**src/rtl/sdp_pkg.sv**
```systemverilog
package sdp_pkg;

  typedef enum logic [2:0] {
    ST_IDLE,
    ST_U1,
    ST_U2,
    ST_PTGT,
    ST_E3,
    ST_E4,
    ST_E5
  } seq_st_t;

  typedef enum logic [1:0] {
    ER_SECTOR = 2'd0,
    ER_BLOCK  = 2'd1,
    ER_CHIP   = 2'd2
  } er_kind_t;

  typedef enum logic [1:0] {
    SP_WORD,
    SP_SECTOR,
    SP_BLOCK,
    SP_CHIP
  } span_t;

  localparam logic [7:0] CB_KEY1   = 8'hAA;
  localparam logic [7:0] CB_KEY2   = 8'h55;
  localparam logic [7:0] CB_PROG   = 8'hA0;
  localparam logic [7:0] CB_ERPRE  = 8'h80;
  localparam logic [7:0] CB_ESECT  = 8'h30;
  localparam logic [7:0] CB_EBLK   = 8'h50;
  localparam logic [7:0] CB_ECHIP  = 8'h10;

  localparam logic [15:0] KEY_ADDR1 = 16'h5555;
  localparam logic [15:0] KEY_ADDR2 = 16'h2AAA;

endpackage

```
**src/rtl/sdp_rst_sync.sv**
```systemverilog
module sdp_rst_sync (
  input  logic clk,
  input  logic rst_n,
  output logic rst_s
);

  logic s1_q;
  logic s2_q;

  always_ff @(posedge clk or negedge rst_n) begin
    if (!rst_n) begin
      s1_q <= 1'b0;
      s2_q <= 1'b0;
    end else begin
      s1_q <= 1'b1;
      s2_q <= s1_q;
    end
  end

  assign rst_s = s2_q;

endmodule

```
**src/rtl/sdp_bus_qual.sv**
```systemverilog
module sdp_bus_qual #(
  parameter int unsigned CMD_AW = 16
) (
  input  logic              wr_stb,
  input  logic              ce_n,
  input  logic              we_n,
  input  logic              oe_n,
  input  logic [CMD_AW-1:0] addr_lo,
  input  logic [7:0]        data_lo,
  output logic              wr_ok,
  output logic              at_k1,
  output logic              at_k2,
  output logic [7:0]        cbyte
);
  import sdp_pkg::*;

  localparam logic [CMD_AW-1:0] K1 = CMD_AW'(KEY_ADDR1);
  localparam logic [CMD_AW-1:0] K2 = CMD_AW'(KEY_ADDR2);

  // A write only counts when the strobe meets a selected, write-enabled,
  // output-disabled bus.
  always_comb begin
    wr_ok = wr_stb && !ce_n && !we_n && oe_n;
    at_k1 = (addr_lo == K1);
    at_k2 = (addr_lo == K2);
    cbyte = data_lo;
  end

endmodule

```
**src/rtl/sdp_prot_chk.sv**
```systemverilog
module sdp_prot_chk
  import sdp_pkg::*;
#(
  parameter int unsigned AW         = 20,
  parameter int unsigned PROT_WORDS = 8192,
  parameter int unsigned PROT_BASE  = (1 << AW) - PROT_WORDS,
  parameter int unsigned SEC_WORDS  = 2048,
  parameter int unsigned BLK_WORDS  = 32768
) (
  input  logic [AW-1:0] addr,
  input  span_t         span,
  input  logic          wp_lat,
  output logic          hit
);

  localparam int unsigned WW = AW + 1;
  localparam logic [WW-1:0] P_LO = WW'(PROT_BASE);
  localparam logic [WW-1:0] P_HI = WW'(PROT_BASE) + WW'(PROT_WORDS);

  logic [WW-1:0] size_w;
  logic [WW-1:0] base_w;
  logic [WW-1:0] end_w;

  always_comb begin
    unique case (span)
      SP_WORD:   size_w = WW'(1);
      SP_SECTOR: size_w = WW'(SEC_WORDS);
      SP_BLOCK:  size_w = WW'(BLK_WORDS);
      default:   size_w = WW'(1) << AW;
    endcase
    base_w = {1'b0, addr} & ~(size_w - WW'(1));
    end_w  = base_w + size_w;
    hit    = !wp_lat && (base_w < P_HI) && (end_w > P_LO);
  end

endmodule

```
**src/rtl/sdp_seq_fsm.sv**
```systemverilog
module sdp_seq_fsm
  import sdp_pkg::*;
#(
  parameter int unsigned AW = 20,
  parameter int unsigned DW = 16
) (
  input  logic          clk,
  input  logic          rst_s,
  input  logic          wr_ok,
  input  logic          at_k1,
  input  logic          at_k2,
  input  logic [7:0]    cbyte,
  input  logic [AW-1:0] addr,
  input  logic [DW-1:0] data,
  input  logic          wp_n,
  input  logic          prot_hit,
  output span_t         span,
  output logic          wp_lat,
  output logic          prog_req,
  output logic          erase_req,
  output logic [1:0]    erase_kind,
  output logic [AW-1:0] op_addr,
  output logic [DW-1:0] op_data,
  output logic          read_mode
);

  seq_st_t       st_q, st_d;
  logic          wp_q, wp_d;
  logic          cand_prog, cand_er;
  logic          fire_prog, fire_er;
  er_kind_t      kind_c;
  logic          prog_q, erase_q;
  logic [1:0]    kind_q;
  logic [AW-1:0] addr_q;
  logic [DW-1:0] data_q;

  // Next-state logic
  always_comb begin
    st_d      = st_q;
    wp_d      = wp_q;
    cand_prog = 1'b0;
    cand_er   = 1'b0;
    kind_c    = ER_SECTOR;
    span      = SP_WORD;
    if (wr_ok) begin
      unique case (st_q)
        ST_IDLE: begin
          if (at_k1 && cbyte == CB_KEY1) begin
            st_d = ST_U1;
            wp_d = wp_n;
          end
        end
        ST_U1: st_d = (at_k2 && cbyte == CB_KEY2) ? ST_U2 : ST_IDLE;
        ST_U2: begin
          if (at_k1 && cbyte == CB_PROG)       st_d = ST_PTGT;
          else if (at_k1 && cbyte == CB_ERPRE) st_d = ST_E3;
          else                                 st_d = ST_IDLE;
        end
        ST_PTGT: begin
          st_d      = ST_IDLE;
          cand_prog = 1'b1;
          span      = SP_WORD;
        end
        ST_E3: st_d = (at_k1 && cbyte == CB_KEY1) ? ST_E4 : ST_IDLE;
        ST_E4: st_d = (at_k2 && cbyte == CB_KEY2) ? ST_E5 : ST_IDLE;
        ST_E5: begin
          st_d = ST_IDLE;
          if (cbyte == CB_ESECT) begin
            cand_er = 1'b1;
            kind_c  = ER_SECTOR;
            span    = SP_SECTOR;
          end else if (cbyte == CB_EBLK) begin
            cand_er = 1'b1;
            kind_c  = ER_BLOCK;
            span    = SP_BLOCK;
          end else if (cbyte == CB_ECHIP && at_k1) begin
            cand_er = 1'b1;
            kind_c  = ER_CHIP;
            span    = SP_CHIP;
          end
        end
        default: st_d = ST_IDLE;
      endcase
    end
    fire_prog = cand_prog && !prot_hit;
    fire_er   = cand_er && !prot_hit;
  end

  // Registers
  always_ff @(posedge clk or negedge rst_s) begin
    if (!rst_s) begin
      st_q    <= ST_IDLE;
      wp_q    <= 1'b0;
      prog_q  <= 1'b0;
      erase_q <= 1'b0;
      kind_q  <= 2'd0;
      addr_q  <= '0;
      data_q  <= '0;
    end else begin
      st_q    <= st_d;
      wp_q    <= wp_d;
      prog_q  <= fire_prog;
      erase_q <= fire_er;
      if (fire_prog || fire_er) begin
        kind_q <= kind_c;
        addr_q <= addr;
        data_q <= data;
      end
    end
  end

  assign wp_lat     = wp_q;
  assign prog_req   = prog_q;
  assign erase_req  = erase_q;
  assign erase_kind = kind_q;
  assign op_addr    = addr_q;
  assign op_data    = data_q;
  assign read_mode  = (st_q == ST_IDLE);

  // a disqualified strobe leaves the sequence position alone
  a_r5_inhibit_hold: assert property (@(posedge clk) disable iff (!rst_s)
    !wr_ok |=> $stable(st_q));

  // a program request only follows the target-wait position
  a_r1_prog_src: assert property (@(posedge clk) disable iff (!rst_s)
    prog_q |-> $past(st_q) == ST_PTGT);

  // an erase request only follows the final erase position
  a_r2_erase_src: assert property (@(posedge clk) disable iff (!rst_s)
    erase_q |-> $past(st_q) == ST_E5);

  // a wrong second cycle returns to read mode
  a_r3_abort_u1: assert property (@(posedge clk) disable iff (!rst_s)
    (st_q == ST_U1 && wr_ok && !at_k2) |=> st_q == ST_IDLE);

  // requests are exclusive and single-cycle
  a_r10_exclusive: assert property (@(posedge clk) disable iff (!rst_s)
    !(prog_q && erase_q));

  a_r10_prog_pulse: assert property (@(posedge clk) disable iff (!rst_s)
    prog_q |=> !prog_q);

  a_r10_erase_pulse: assert property (@(posedge clk) disable iff (!rst_s)
    erase_q |=> !erase_q);

  // any request leaves the block in read mode
  a_r9_idle_after_req: assert property (@(posedge clk) disable iff (!rst_s)
    (prog_q || erase_q) |-> st_q == ST_IDLE);

endmodule

```
**src/rtl/sdp_cmd_seq.sv**
```systemverilog
module sdp_cmd_seq #(
  parameter int unsigned AW         = 20,
  parameter int unsigned DW         = 16,
  parameter int unsigned CMD_AW     = 16,
  parameter int unsigned PROT_WORDS = 8192,
  parameter int unsigned SEC_WORDS  = 2048,
  parameter int unsigned BLK_WORDS  = 32768
) (
  input  logic          clk,
  input  logic          rst_n,
  input  logic          wr_stb,
  input  logic          ce_n,
  input  logic          we_n,
  input  logic          oe_n,
  input  logic [AW-1:0] addr,
  input  logic [DW-1:0] data,
  input  logic          wp_n,
  output logic          prog_req,
  output logic          erase_req,
  output logic [1:0]    erase_kind,
  output logic [AW-1:0] op_addr,
  output logic [DW-1:0] op_data,
  output logic          read_mode
);
  import sdp_pkg::*;

  localparam int unsigned PROT_BASE = (1 << AW) - PROT_WORDS;

  logic       rst_s;
  logic       wr_ok;
  logic       at_k1;
  logic       at_k2;
  logic [7:0] cbyte;
  span_t      span;
  logic       wp_lat;
  logic       prot_hit;

  sdp_rst_sync u_rst (
    .clk   (clk),
    .rst_n (rst_n),
    .rst_s (rst_s)
  );

  sdp_bus_qual #(.CMD_AW(CMD_AW)) u_qual (
    .wr_stb  (wr_stb),
    .ce_n    (ce_n),
    .we_n    (we_n),
    .oe_n    (oe_n),
    .addr_lo (addr[CMD_AW-1:0]),
    .data_lo (data[7:0]),
    .wr_ok   (wr_ok),
    .at_k1   (at_k1),
    .at_k2   (at_k2),
    .cbyte   (cbyte)
  );

  sdp_prot_chk #(
    .AW         (AW),
    .PROT_WORDS (PROT_WORDS),
    .PROT_BASE  (PROT_BASE),
    .SEC_WORDS  (SEC_WORDS),
    .BLK_WORDS  (BLK_WORDS)
  ) u_prot (
    .addr   (addr),
    .span   (span),
    .wp_lat (wp_lat),
    .hit    (prot_hit)
  );

  sdp_seq_fsm #(.AW(AW), .DW(DW)) u_fsm (
    .clk        (clk),
    .rst_s      (rst_s),
    .wr_ok      (wr_ok),
    .at_k1      (at_k1),
    .at_k2      (at_k2),
    .cbyte      (cbyte),
    .addr       (addr),
    .data       (data),
    .wp_n       (wp_n),
    .prot_hit   (prot_hit),
    .span       (span),
    .wp_lat     (wp_lat),
    .prog_req   (prog_req),
    .erase_req  (erase_req),
    .erase_kind (erase_kind),
    .op_addr    (op_addr),
    .op_data    (op_data),
    .read_mode  (read_mode)
  );

  // with protection latched on, nothing in the protected words is requested
  a_r6_no_prot_prog: assert property (@(posedge clk) disable iff (!rst_s)
    (prog_req && !$past(wp_lat)) |-> (op_addr < AW'(PROT_BASE)));

endmodule

```
**config.mk**
```make
export PLATFORM = sky130hd
export DESIGN_NAME = sdp_cmd_seq
export DESIGN_NICKNAME = d
export VERILOG_FILES = /design/src/rtl/sdp_pkg.sv /design/src/rtl/sdp_rst_sync.sv /design/src/rtl/sdp_bus_qual.sv /design/src/rtl/sdp_prot_chk.sv /design/src/rtl/sdp_seq_fsm.sv /design/src/rtl/sdp_cmd_seq.sv
export SDC_FILE = /design/constraint.sdc
export NUM_CORES = 1
export LEC_CHECK = 0
export CAP_MARGIN = 20
export CORE_MARGIN = 2
export CORE_UTILIZATION = 43
export DETAILED_ROUTE_END_ITERATION = 8
export DONT_BUFFER_PORTS = 1
export PLACE_DENSITY = 0.62
export SYNTH_ARGS = -nofsm -noshare
export SYNTH_HDL_FRONTEND = slang
export SYNTH_SLANG_ARGS = --single-unit
```
**constraint.sdc**
```tcl
create_clock -name clk -period 1.5 [get_ports clk]
set_input_delay 0.15 -clock clk [delete_from_list [all_inputs] [get_ports clk]]
set_output_delay 0.15 -clock clk [all_outputs]
set_load 0.1 [all_outputs]
```
* Yosys cells after proc, flatten, opt, wreduce, memory -nomap -nowiden
Cells that the tools add are included.
Word-level totals: register bits after elaboration 46, input port bits 43, output and inout bits 41, logic and storage cells 79
Cells by class: add/sub/neg operators 2, $lt $le $gt $ge 2, eq/ne operators 18, mux-type cells 25, bitwise operators 2, reduce and logical (&&, ||, !) cells 21
Operators by type and width (count):
- $pmux W21 S3 | 1
- $eq A8 B8 Y1 const B | 3
- $mux W2 | 11
- $add A21 B21 Y21 | 1
- $and A20 B21 Y21 | 1
- $gt A21 B20 Y1 const B | 1
- $lt A21 B21 Y1 const B | 1
- $not A21 Y21 | 1
- $sub A21 B1 Y21 const B | 1
- $eq A16 B14 Y1 const B | 1
- $eq A16 B15 Y1 const B | 1
- $eq A8 B7 Y1 const B | 2
- $mux W3 | 5
- $pmux W3 S5 | 1
- $logic_and A1 B1 Y1 | 12
- $eq A3 B3 Y1 const B | 3
- $eq A8 B5 Y1 const B | 1
- $eq A8 B6 Y1 const B | 1
- $mux W1 | 7
- $eq A3 B2 Y1 const B | 2
- $logic_not A1 Y1 | 4
- $eq A3 B1 Y1 const B | 1
- $logic_not A3 Y1 | 1
- $reduce_and A3 Y1 | 1
- 6 further kinds | 6

* Depth between registers and ports, before layout
depth in word-level cells 18, mapped depth 19, mapped depth without buffers 16

* Cells and area by module
From an unflattened synthesis, not the netlist that was laid out.
Second synthesis, totals: cell total of the unflattened synthesis 246, area total of the unflattened synthesis 2812.7 um^2
By module, submodules not included:
- sdp_seq_fsm | times used 1, cells each 135, area an instance 1955.6 um^2, seq. area each 1101.1 um^2
- sdp_prot_chk | times used 1, cells each 89, area an instance 618.1 um^2, seq. area each 0.0 um^2
- sdp_bus_qual | times used 1, cells each 19, area an instance 185.2 um^2, seq. area each 0.0 um^2
- sdp_rst_sync | times used 1, cells each 3, area an instance 53.8 um^2, seq. area each 50.0 um^2

* Worst setup path after synthesis
No wires, ideal clock.
path type register -> register, from register u_fsm.st_q[0], to register u_fsm.addr_q[17], in the netlist u_fsm.op_addr[17], setup time 0.125 ns, arrival 3.638 ns, required time 1.375 ns, path slack -2.263 ns, cell stages (with the launch flop) 18, buffers on the path 2, period minus slack after synthesis 3.763 ns, cells stage by stage dfrtp_1 > nor4b_4 > nand4_1 > a21oi_1 > nand2_1 > and2_1 > ha_1 > inv_1 > o21ai_0 > o31a_1 > or4_4 > o31ai_4 > o2111ai_2 > o2111ai_2 > o211ai_2 > buf_6 > buf_8 > mux2_4
Between the ends: word-level cells in the longest chain between the ends 14, elaborated cells between the ends (all ways) 24, those cells by class add/sub (2); order compare (2); eq/ne (4); mux (7); bitwise (2); reduce/logical (7)
Ends and longest elaborated chain:
- from (decl) | line sdp_seq_fsm.sv:27 | seq_st_t st_q, st_d;
- from (signal assigned) | line sdp_seq_fsm.sv:100 | st_q <= st_d;
- $eq A3 B3 Y1 | line sdp_seq_fsm.sv:46 | unique case (st_q)
- $mux W2 | line sdp_seq_fsm.sv:46
- $mux W2 | line sdp_seq_fsm.sv:45 | if (wr_ok) begin
- $eq A2 B2 Y1 (tied with other cells) | line sdp_prot_chk.sv:25 | unique case (span)
- $pmux W21 S3 | line sdp_prot_chk.sv:25
- $sub A21 B1 Y21 | line sdp_prot_chk.sv:31 | base_w = {1'b0, addr} & ~(size_w - WW'(1));
- $not A21 Y21 | line sdp_prot_chk.sv:31
- $and A20 B21 Y21 | line sdp_prot_chk.sv:31
- $add A21 B21 Y21 / $lt A21 B21 Y1 (equally long branches) | line sdp_prot_chk.sv:32, sdp_prot_chk.sv:33
- $gt A21 B20 Y1 / $logic_and A1 B1 Y1 (equally long branches) | line sdp_prot_chk.sv:33 | hit = !wp_lat && (base_w < P_HI) && (end_w > P_LO);
- $logic_and A1 B1 Y1 | line sdp_prot_chk.sv:33
- $logic_not A1 Y1 | line sdp_seq_fsm.sv:85, sdp_seq_fsm.sv:86
- $logic_and A1 B1 Y1, on equally long branches | line sdp_seq_fsm.sv:85, sdp_seq_fsm.sv:86
- $logic_or A1 B1 Y1 * | line sdp_seq_fsm.sv:104 | if (fire_prog || fire_er) begin
- to (signal assigned) | line sdp_seq_fsm.sv:106 | addr_q <= addr;
- to (decl) | line sdp_seq_fsm.sv:34 | logic [AW-1:0] addr_q;
Mark *: on every way between the ends. The rest lies on a longest branch, timed or not. A chain may end at the register's enable or synchronous reset.

* Worst setup path after layout
from register u_fsm.st_q[1], to register u_fsm.data_q[4], in the netlist u_fsm.op_data[4]
Between the ends: word-level cells in the longest chain between the ends 14, elaborated cells between the ends (all ways) 24, those cells by class add/sub (2); order compare (2); eq/ne (4); mux (7); bitwise (2); reduce/logical (7)
Ends and longest elaborated chain:
- $eq A3 B3 Y1 | line sdp_seq_fsm.sv:46
- $mux W2 | line sdp_seq_fsm.sv:46
- $mux W2 | line sdp_seq_fsm.sv:45
- $eq A2 B2 Y1 (tied with other cells) | line sdp_prot_chk.sv:25
- $pmux W21 S3 | line sdp_prot_chk.sv:25
- $sub A21 B1 Y21 | line sdp_prot_chk.sv:31
- $not A21 Y21 | line sdp_prot_chk.sv:31
- $and A20 B21 Y21 | line sdp_prot_chk.sv:31
- $add A21 B21 Y21 / $lt A21 B21 Y1 (equally long branches) | line sdp_prot_chk.sv:32, sdp_prot_chk.sv:33
- $gt A21 B20 Y1 / $logic_and A1 B1 Y1 (equally long branches) | line sdp_prot_chk.sv:33
- $logic_and A1 B1 Y1 | line sdp_prot_chk.sv:33
- $logic_not A1 Y1 | line sdp_seq_fsm.sv:85, sdp_seq_fsm.sv:86
- $logic_and A1 B1 Y1, on equally long branches | line sdp_seq_fsm.sv:85, sdp_seq_fsm.sv:86
- $logic_or A1 B1 Y1 * | line sdp_seq_fsm.sv:104
- to (signal assigned) | line sdp_seq_fsm.sv:107 | data_q <= data;
- to (decl) | line sdp_seq_fsm.sv:35 | logic [DW-1:0] data_q;
Marked as above.

==> flow_summary.json <==
{
  "power_leakage_nw": 2.03,
  "via_per_inst": 5.70,
  "skew_ns": 0.0148,
  "p_per_area_nw_per_um2": 1020,
  "htreeDepth": 2,
  "violations": "setup timing",
  "track_usage": 0.238,
  "crit_chain": "nor3b_4 -> nand4_1 -> a21oi_2 -> nand2_2 -> inv_2 -> nor2_2 -> ha_4 -> inv_2 -> buf_4 -> o31a_1 -> or4_4 -> o31ai_4 -> o2111ai_2 -> o2111ai_2 -> o211ai_4 -> buf_12 -> clkbuf_16 -> mux2_4",
  "drt_iter0_drc": 149,
  "max_stage_delay_ns": 0.49,
  "wl_um": 8760,
  "die_x_um": 84.6,
  "synth-main-ff-cell": "dfrtp_1",
  "crit_family": "simple AND/OR/NAND/NOR gates",
  "antenna_found_initial": 0,
  "syn_avg_cell_area_um2": 10.9,
  "firstDrtPassIters": 4,
  "setup_violations": 42,
  "p_sw_frac": 0.472,
  "synth_adder_area_share": 0.00895,
  "drcViolationCount": 0,
  "fin_area_um2": 4350,
  "hold_viol": 0,
  "grt_max_degree": 26,
  "rsz0062_at_grt": "yes",
  "slew_viol_final": 0,
  "synth_xor_area_frac": 0.0219,
  "p_seq_frac": 0.342,
  "cts.sinks": 46,
  "postLayoutCoreUtil": 0.688,
  "crit_fanout": 6,
  "cts_root_buf": "clkbuf_8",
  "internal_power_mw": 2.35,
  "io_pins": 84,
  "status": "finished with violations",
  "dieArea_um2": 7160,
  "ys_seq_area_frac": 0.412,
  "place_inst": 416,
  "grt_pass1_vias": 2706,
  "path_buf_inv": 5,
  "synth_nets": 301,
  "hold-worst-slack_ns": 0.0319,
  "cts_tree": "yes",
  "criticalPathCategory": "flop to flop",
  "dr_total_vias": 2700,
  "p_sw_mw": 2.10,
  "min_path_type": "primary input to flop",
  "synth_simple_gate_area_frac": 0.223,
  "synth_compound_area_frac": 0.115,
  "netlist_instances": 256,
  "start_kind": "flop",
  "start_util": 0.443,
  "portBuffers": 0,
  "async_reset_ff_frac": 1.00,
  "numCtsBuffers": 5,
  "maxCapViolations": 0,
  "synthMuxAreaShare": 0.179,
  "setup_slack_ns": -2.05,
  "min_period_over_period": 2.37,
  "clock_path_buffers": 2,
  "gp_congestion": 0.886,
  "arrival_ns": 3.73,
  "dpl.hpwl_um": 5780,
  "clock_power_share": 0.172,
  "synth.distinct_cells": 60,
  "syn_area_um2": 2800,
  "wl_per_cell_um": 18.5,
  "yosys_warnings": 0,
  "ant_nets": 0,
  "max-vdd-ir-drop_mv": 1.05,
  "critPathSlowestCell": "or4_4",
  "synth-edff-count": 0,
  "dpl_cell_area_um2": 3590,
  "rows": 29,
  "grt_pass1_wl_um": 13800,
  "required_ns": 1.68,
  "synth_top_family_by_area": "simple AND/OR/NAND/NOR gates",
  "fmax_ghz": 0.282,
  "combPwrFrac": 0.486,
  "ys_ff_latch": 46,
  "syn_to_final_growth_pct": 55.4,
  "fin_crit_ns": 3.55,
  "path_clk_slew_ns": 0.08,
  "end_kind": "flop",
  "drive_above_1_share": 0.479,
  "core_um2": 6310,
  "fin_nets": 441,
  "tns_ns": -79.56,
  "stdcell_count": 474,
  "n_antenna_cell": 0,
  "clk_latency_ns": 0.31,
  "grt_overflow": 0,
  "dieHeight_um": 84.6
}
[layer usage]
layer,track usage,vias to the layer above,part of all wire
li1,-,1251,-
met1,0.327,1319,0.41
met2,0.377,119,0.50
met3,0.0551,11,0.071
met4,0.0707,0,0.015
met5,0,-,0
[through the flow]
step	setup WS [ns]	total power, mW
floorplan	-2.13	3.14
global placement	-2.16	3.55
detailed placement	-2.15	3.58
CTS	-1.99	4.43
global route	-2.19	4.60
finish	-2.05	4.45
[area by class of cell]
cell class | instances | area (um^2)
multi-input combinational | 191 | 1660
clock inverter | 2 | 13.8
fill | 509 | 1970
timing repair buffer | 146 | 1330
sequential | 46 | 1150
clock buffer | 6 | 72.6
inverter | 6 | 22.5
tap | 77 | 96.3
[registers in the layout, summed over array words and instances (netlist names)]
register and flops:
u_fsm.erase_kind 2, u_fsm.st_q 3, u_fsm.op_data 16, u_rst.rst_s 1, u_fsm.wp_lat 1, u_fsm.prog_req 1
u_rst.s1_q 1, u_fsm.op_addr 20, u_fsm.erase_req 1
[cells in the mapped netlist (4+ instances only)]
| cell type | instances | area share |
|---|---|---|
| dfrtp_1 | 46 | 0.41 |
| mux2_2 | 19 | 0.077 |
| mux2_4 | 19 | 0.10 |
| nand2_1 | 19 | 0.026 |
| nor2_1 | 18 | 0.024 |
| a21oi_1 | 8 | 0.014 |
| nand3_1 | 7 | 0.013 |
| nand4_1 | 7 | 0.016 |
| nor3_1 | 7 | 0.013 |
| nor4_1 | 7 | 0.016 |
| inv_1 | 6 | 0.0081 |
| clkbuf_1 | 5 | 0.0067 |
| nand4b_1 | 4 | 0.013 |
| o21ai_0 | 4 | 0.0072 |
| xnor2_1 | 4 | 0.013 |
[cells by family after synthesis]
group | Yosys count
AO/OA/AOI/OAI | 41
XOR/XNOR | 7
AND/OR/NAND/NOR | 102
multiplexers | 38
buffers and inverters | 19
other | 1
flip-flops | 46
adder cells (fa/ha/maj) | 2
[power groups by stage]
stage / Sequential [mW] / Clock (mW) / Combinational (mW)
after CTS: 1.51 / 0.776 / 2.14
after global placement: 1.53 / 0 / 2.02
after detailed placement: 1.53 / 0 / 2.04
final: 1.52 / 0.766 / 2.16
after floorplan: 2.77 / 0 / 0.376
after global routing: 1.54 / 0.834 / 2.22
[layout by cell type (no fill, tap or decap), types with 3 or more instances in the layout]
| cell type | synthesis | layout |
|---|---|---|
| buf_16 | 0 | 3 |
| a21oi_2 | 0 | 3 |
| inv_2 | 0 | 3 |
| xnor2_1 | 4 | 3 |
| mux2_4 | 19 | 20 |
| dlygate4sd3_1 | 0 | 38 |
| nor4_2 | 0 | 3 |
| nor2b_1 | 3 | 3 |
| and4bb_2 | 3 | 3 |
| nor4_1 | 7 | 4 |
| buf_4 | 2 | 97 |
| nor3_1 | 7 | 6 |
| xor2_1 | 3 | 3 |
| clkbuf_8 | 0 | 5 |
| a41oi_1 | 3 | 3 |
| nand3_1 | 7 | 7 |
| mux2_2 | 19 | 18 |
| dfrtp_1 | 46 | 44 |
| buf_12 | 0 | 4 |
| o21ai_1 | 2 | 4 |
| nand4_1 | 7 | 7 |
| a21oi_1 | 8 | 5 |
| inv_1 | 6 | 3 |
| buf_6 | 1 | 3 |
| nor2_1 | 18 | 16 |
| nand4b_1 | 4 | 4 |
| nand2_1 | 19 | 18 |
[what timing repair did]
item,CTS,global route
hold buffers,34,4
gates cloned,2,1
endpoints found under the setup margin,43,43
buffers inserted,8,1
pin swaps,8,1
hold endpoints to repair,35,4
resized for setup,23,9
[final timing paths]
kind,from,to,slack (ns),cells past startpoint
worst max-delay path,u_fsm.st_q[1],u_fsm.op_data[4],-2.05,18
worst max register to register,u_fsm.st_q[1],u_fsm.op_data[4],-2.05,18
min in group asynchronous,rst_n,u_rst.s1_q,0.06,1
worst min register to register,u_rst.rst_s,u_fsm.erase_kind[0],0.23,1
max in group asynchronous,u_rst.rst_s,u_fsm.op_data[1],0.98,1
worst min-delay path,data[5],u_fsm.st_q[1],0.03,2
Power figures use the tool's default switching activity.
